## config.mk

```make
export PLATFORM = sky130hd
export DESIGN_NAME = vl_setter
export DESIGN_NICKNAME = d
export VERILOG_FILES = /design/src/rtl/vls_pkg.sv /design/src/rtl/vls_src_sel.sv /design/src/rtl/vls_flags.sv /design/src/rtl/vls_state.sv /design/src/rtl/vl_setter.sv
export SDC_FILE = /design/constraint.sdc
export NUM_CORES = 1
export LEC_CHECK = 0
export ABC_AREA = 1
export BUFFER_PORTS_ARGS = -buffer_cell sky130_fd_sc_hd__clkbuf_2
export CORE_AREA = 2 2 90 92
export CTS_BUF_LIST = sky130_fd_sc_hd__clkbuf_8
export DETAILED_ROUTE_END_ITERATION = 12
export DIE_AREA = 0 0 92 94
export PLACE_DENSITY = 0.82
export SYNTH_ARGS = -nofsm -noshare
export SYNTH_HDL_FRONTEND = slang
export SYNTH_SLANG_ARGS = --single-unit
```

## constraint.sdc

```tcl
create_clock -name clk -period 4.8 [get_ports clk]
set_clock_uncertainty 0.1 [all_clocks]
set_input_delay 0.72 -clock clk [delete_from_list [all_inputs] [get_ports clk]]
set_output_delay 0.72 -clock clk [all_outputs]
set_load 0.1 [all_outputs]
```

## src/rtl/vls_pkg.sv

```systemverilog
package vls_pkg;
  typedef enum logic [1:0] {
    SRC_KEEP = 2'd0,
    SRC_REG  = 2'd1,
    SRC_CTR  = 2'd2,
    SRC_IMM  = 2'd3
  } vl_src_e;

  typedef struct packed {
    logic lt;
    logic gt;
    logic eq;
    logic so;
  } cr_field_t;
endpackage

```

## src/rtl/vls_src_sel.sv

```systemverilog
module vls_src_sel
  import vls_pkg::*;
#(
  parameter int XLEN  = 64,
  parameter int IDX_W = 5,
  parameter int SVI_W = 6,
  parameter int LEN_W = 7
) (
  input  logic             set_vl,
  input  logic             set_mvl,
  input  logic             vert,
  input  logic [IDX_W-1:0] ra_idx,
  input  logic [IDX_W-1:0] rt_idx,
  input  logic [XLEN-1:0]  ra_val,
  input  logic [XLEN-1:0]  ctr_val,
  input  logic [SVI_W-1:0] svi,
  input  logic [LEN_W-1:0] cur_mvl,
  input  logic [LEN_W-1:0] cur_vl,
  output logic [LEN_W-1:0] nxt_mvl,
  output logic [LEN_W-1:0] nxt_vl,
  output logic             ovf,
  output logic             step_op,
  output logic             rt_wr,
  output vl_src_e          src
);
  logic [LEN_W-1:0] imm_len;
  logic [XLEN-1:0]  req;
  logic [XLEN-1:0]  mvl_wide;
  logic             req_big;

  assign imm_len  = LEN_W'(svi) + LEN_W'(1);
  assign step_op  = vert && !set_vl && !set_mvl;
  assign nxt_mvl  = set_mvl ? imm_len : cur_mvl;
  assign mvl_wide = XLEN'(nxt_mvl);

  always_comb begin
    if (!set_vl)               src = SRC_KEEP;
    else if (ra_idx != '0)     src = SRC_REG;
    else if (rt_idx != '0)     src = SRC_CTR;
    else                       src = SRC_IMM;
  end

  always_comb begin
    unique case (src)
      SRC_REG: req = ra_val;
      SRC_CTR: req = ctr_val;
      SRC_IMM: req = XLEN'(imm_len);
      default: req = XLEN'(cur_vl);
    endcase
  end

  assign req_big = req > mvl_wide;
  assign nxt_vl  = req_big ? nxt_mvl : req[LEN_W-1:0];
  assign ovf     = req_big && (src == SRC_CTR || src == SRC_IMM);
  assign rt_wr   = !step_op && (rt_idx != '0);
endmodule

```

## src/rtl/vls_flags.sv

```systemverilog
module vls_flags
  import vls_pkg::*;
#(
  parameter int LEN_W = 7
) (
  input  logic [LEN_W-1:0] nxt_vl,
  input  logic             ovf,
  output cr_field_t        flags
);
  always_comb begin
    flags.lt = 1'b0;
    flags.eq = (nxt_vl == '0);
    flags.gt = !flags.eq;
    flags.so = ovf;
  end
endmodule

```

## src/rtl/vls_state.sv

```systemverilog
module vls_state
  import vls_pkg::*;
#(
  parameter int XLEN  = 64,
  parameter int LEN_W = 7
) (
  input  logic             clk,
  input  logic             rst,
  input  logic             op_valid,
  input  logic             step_op,
  input  logic             rc,
  input  logic             rt_wr,
  input  logic [LEN_W-1:0] nxt_mvl,
  input  logic [LEN_W-1:0] nxt_vl,
  input  cr_field_t        flags,
  output logic [LEN_W-1:0] mvl,
  output logic [LEN_W-1:0] vl,
  output logic             rt_we,
  output logic [XLEN-1:0]  rt_data,
  output logic             cr_we,
  output cr_field_t        cr_q
);
  logic take;
  assign take = op_valid && !step_op;

  always_ff @(posedge clk) begin
    if (rst) begin
      mvl     <= '0;
      vl      <= '0;
      rt_we   <= 1'b0;
      rt_data <= '0;
      cr_we   <= 1'b0;
      cr_q    <= '0;
    end else begin
      rt_we <= take && rt_wr;
      cr_we <= take && rc;
      if (take) begin
        mvl     <= nxt_mvl;
        vl      <= nxt_vl;
        rt_data <= XLEN'(nxt_vl);
        cr_q    <= flags;
      end
    end
  end

  a_r2_vl_within_mvl: assert property (@(posedge clk) disable iff (rst)
    vl <= mvl);
  a_r11_idle_holds: assert property (@(posedge clk) disable iff (rst)
    !op_valid |=> ($stable(mvl) && $stable(vl) && !rt_we && !cr_we));
  a_r10_no_cr_without_rc: assert property (@(posedge clk) disable iff (rst)
    !(op_valid && rc) |=> !cr_we);
  a_r7_step_no_change: assert property (@(posedge clk) disable iff (rst)
    (op_valid && step_op) |=> ($stable(vl) && $stable(mvl) && !rt_we && !cr_we));
  a_r8_eq_tracks_vl: assert property (@(posedge clk) disable iff (rst)
    cr_we |-> (cr_q.eq == (vl == '0) && cr_q.gt == (vl != '0) && !cr_q.lt));
  a_r6_rt_carries_vl: assert property (@(posedge clk) disable iff (rst)
    rt_we |-> (rt_data == XLEN'(vl)));
endmodule

```

## src/rtl/vl_setter.sv

```systemverilog
module vl_setter
  import vls_pkg::*;
#(
  parameter int XLEN   = 64,
  parameter int IDX_W  = 5,
  parameter int MAX_VL = 64,
  parameter int SVI_W  = $clog2(MAX_VL),
  parameter int LEN_W  = $clog2(MAX_VL + 1)
) (
  input  logic             clk,
  input  logic             rst,
  input  logic             op_valid,
  input  logic             set_vl,
  input  logic             set_mvl,
  input  logic             vert,
  input  logic             rc,
  input  logic [IDX_W-1:0] ra_idx,
  input  logic [XLEN-1:0]  ra_val,
  input  logic [IDX_W-1:0] rt_idx,
  input  logic [XLEN-1:0]  ctr_val,
  input  logic [SVI_W-1:0] svi,
  output logic [LEN_W-1:0] mvl,
  output logic [LEN_W-1:0] vl,
  output logic             rt_we,
  output logic [XLEN-1:0]  rt_data,
  output logic             cr_we,
  output logic [3:0]       cr_flags
);
  logic [LEN_W-1:0] nxt_mvl;
  logic [LEN_W-1:0] nxt_vl;
  logic             ovf;
  logic             step_op;
  logic             rt_wr;
  vl_src_e          src;
  cr_field_t        flags;
  cr_field_t        cr_q;

  vls_src_sel #(
    .XLEN(XLEN), .IDX_W(IDX_W), .SVI_W(SVI_W), .LEN_W(LEN_W)
  ) u_sel (
    .set_vl(set_vl), .set_mvl(set_mvl), .vert(vert),
    .ra_idx(ra_idx), .rt_idx(rt_idx), .ra_val(ra_val), .ctr_val(ctr_val),
    .svi(svi), .cur_mvl(mvl), .cur_vl(vl),
    .nxt_mvl(nxt_mvl), .nxt_vl(nxt_vl), .ovf(ovf), .step_op(step_op),
    .rt_wr(rt_wr), .src(src)
  );

  vls_flags #(.LEN_W(LEN_W)) u_flags (
    .nxt_vl(nxt_vl), .ovf(ovf), .flags(flags)
  );

  vls_state #(.XLEN(XLEN), .LEN_W(LEN_W)) u_state (
    .clk(clk), .rst(rst), .op_valid(op_valid), .step_op(step_op), .rc(rc),
    .rt_wr(rt_wr), .nxt_mvl(nxt_mvl), .nxt_vl(nxt_vl), .flags(flags),
    .mvl(mvl), .vl(vl), .rt_we(rt_we), .rt_data(rt_data),
    .cr_we(cr_we), .cr_q(cr_q)
  );

  assign cr_flags = cr_q;

  a_r9_so_needs_ctr_or_imm: assert property (@(posedge clk) disable iff (rst)
    (op_valid && set_vl && ra_idx != '0) |=> !cr_flags[0]);
  a_r5_mvl_from_imm: assert property (@(posedge clk) disable iff (rst)
    (op_valid && set_mvl) |=> (mvl == LEN_W'($past(svi)) + LEN_W'(1)));
endmodule

```

==> reports/qor.yml <==
outcome: "completed"
netlist_instances: 395
routedWlPerCell_um: 10.7
cts.sinks: 19
grt_max_degree: 19
synth.distinct_cells: 35
vdd_drop_max_mv: 0.229
grtUsageTotal_pct: 16.0
period_share_pct: 66.8
grt_pass1_vias: 2698
gr-total-overflow: 0
critPathMaxStageDelay_ps: 290
slew_headroom_pct: 63.9
cp_max_fo: 8
slew_violations: 0
setup.worst_path.end_class: "flip-flop"
maxCapViolCount: 0
die_w_um: 92
drt-initial-drc-count: 79
synth_top_family_by_area: "simple AND/OR/NAND/NOR gates"
antenna_found_initial: 0
worst_slew_pin_slew_ps: 545
drive_gt1_share_pct: 36.3
start_util_pct: 31.0
cts_tree: "yes"
layout.nets: 724
fin_crit_ps: 3210
synth_compound_area_share_pct: 9.49
ff2ff_setup_slack_ps: 2220
syn_to_final_growth_pct: 32.5
ant_nets: 0
cts_buffer_depth: 2
htree_levels: 1
ys_warn_count: 0
cts_root_buffer: "clkbuf_8"
min_from: "u_state.cr_q[0]$_SDFFE_PP0P_"
core_area_um2: 7610
fin_area_um2: 3130
clk_pin_slew_ps: 70
worstSetupPathType: "in -> reg"
max_freq_ghz: 0.312
fp.dieH_um: 94
synth_seq_cells: 19
drt-total-wl_um: 7110
cts_setup_buffers: 0
n_antenna_cell: 0
ys_seq_area_share_pct: 16.1
portBuffers: 176
drc: 0
total_power_mw: 0.832
viasPerCell: 4.20
io_pins: 235
critPathTopFamily: "simple AND/OR/NAND/NOR gates"
syn_area_um2: 2360
syn-mean-instance-area_um2: 5.98
fin_tns_setup_ps: 0
grt_pass1_wl_um: 11500
dp_hpwl_um: 6450
finalSetupViolCount: 0
insertion_delay_ps: 260
dpl_cell_area_um2: 3080
gpl.final_weighted_congestion: 0.913
cts_resized: 0
r2r_start: "u_state.vl[5]$_SDFFE_PP0P_"
dr.pass1.iters: 5
synth-simple-area-share_pct: 42.7
synthAdderAreaFrac_pct: 4.24
worst_path_max_delay_cell: "ha_1"
rsz0062_at_grt: "false"
holdCritPathClass: "reg -> reg"
finalHoldViolations: 0
crit_required_ps: 4850
cts_buffers: 3
critPathLaunch: "rt_idx[3]"
synth-xor-area-share_pct: 0.371
crit_path_start_kind: "primary input"
power_density_nw_per_um2: 266
fp-row-count: 32
worst-path-buf-inv: 4
num_vias: 2800
synth.mux.area_fraction_pct: 0.848
p_leak_nw: 1.83
cts_hold_buf: 0
dieArea_um2: 8650
cp.arrival_ps: 3260
critPathMostFrequentCell: "nand2_1"
-- Yosys cell counts, drive strengths merged --
cell | number | area share (%)
buf | 67 | 21
o211a | 1 | 0.42
mux2i | 2 | 0.85
nand2 | 94 | 16
clkbuf | 1 | 0.16
nand4 | 4 | 1.1
nand3 | 28 | 6.7
nor2 | 88 | 16
a21oi | 12 | 2.5
ha | 8 | 4.2
o21ai | 18 | 4.3
or2 | 9 | 2.4
conb | 1 | 0.16
dfxtp | 19 | 16
nor3b | 1 | 0.32
nor3 | 3 | 0.64
inv | 27 | 4.3
xor2 | 1 | 0.37
a211oi | 2 | 0.64
clkinv | 3 | 0.53
nand3b | 1 | 0.32
o211ai | 5 | 1.6
-- state kept, by name, summed over array words and instances (netlist names) --
signal	flops
u_state.cr_q	3
u_state.vl	7
u_state.mvl	7
u_state.rt_we	1
u_state.cr_we	1
-- power breakdown --
group          total (mW)  internal (mW)  switching (mW)
Clock               0.110         0.0577          0.0527
Combinational       0.540          0.102           0.438
Sequential          0.182          0.170          0.0116
-- cells in the final DEF (no fill, tap or decap), types with 3 or more instances in the layout --
| cell | instances |
|---|---|
| ha_1 | 8 |
| nor3_1 | 3 |
| nand3_1 | 26 |
| nor2_1 | 83 |
| or2_2 | 7 |
| clkbuf_8 | 3 |
| nand4_1 | 4 |
| dfxtp_1 | 19 |
| o21ai_1 | 3 |
| inv_1 | 22 |
| conb_1 | 58 |
| clkbuf_2 | 176 |
| a21oi_1 | 12 |
| inv_2 | 5 |
| o21ai_0 | 14 |
| nand2_1 | 90 |
| o211ai_1 | 5 |
-- final timing paths --
path,end,cells past startpoint
worst max-delay path,u_state.cr_q[2]$_SDFFE_PP0P_,25
worst min-delay path,u_state.cr_q[0]$_SDFFE_PP0P_,2
worst max register to register,u_state.cr_q[2]$_SDFFE_PP0P_,19
worst min register to register,u_state.cr_q[0]$_SDFFE_PP0P_,2
-- worst register-to-register path: stages, from the launching register on --
cell and delay (ps):
dfxtp_1 360, or2_2 300, o21ai_1 100, inv_1 60
ha_1 290, nand2_1 70, nor2_1 150, o21ai_1 90
o211ai_1 80, nand2_1 70, inv_1 90, o21ai_4 100
nand2_4 120, nand2_1 70, nand2_1 80, nand2_1 50
nor2_1 110, nand2_1 80, nand2_1 70, nor2_2 30
-- layer usage --
metal	GRT usage, %	vias to the layer above	part of all wire (%)
met4	4.73	0	2.0
met1	18.3	1173	40
li1	-	1473	-
met2	30.1	140	50
met3	3.05	14	8.2
met5	0	-	0
-- per-stage QoR --
stage                     util, %  hold WS (ps)  std cells  setup slack, ps
after floorplan                 -           689        452             1750
after global placement       40.5           356        662             1380
after detailed placement     40.5           361        662             1320
after CTS                    41.1           373        666             1590
after global routing         41.1           402        666             1100
final                        41.1           369        666             1590
-- logic make-up after synthesis --
group                    count (synthesis)
multiplexers                             2
XOR/XNOR                                 1
buffers and inverters                   98
other                                    1
flip-flops                              19
AO/OA/AOI/OAI                           38
AND/OR/NAND/NOR                        228
adder cells (fa/ha/maj)                  8
-- layout make-up --
cell class	count	area, um^2
flip-flops and latches	19	380
clock inverters	1	5.00
multi-input cells	335	1580
repair buffers	176	881
fillers	852	4480
well taps	102	128
clock buffers	3	41.3
inverters	30	114
No activity file was read; power rests on OpenSTA's default activity.
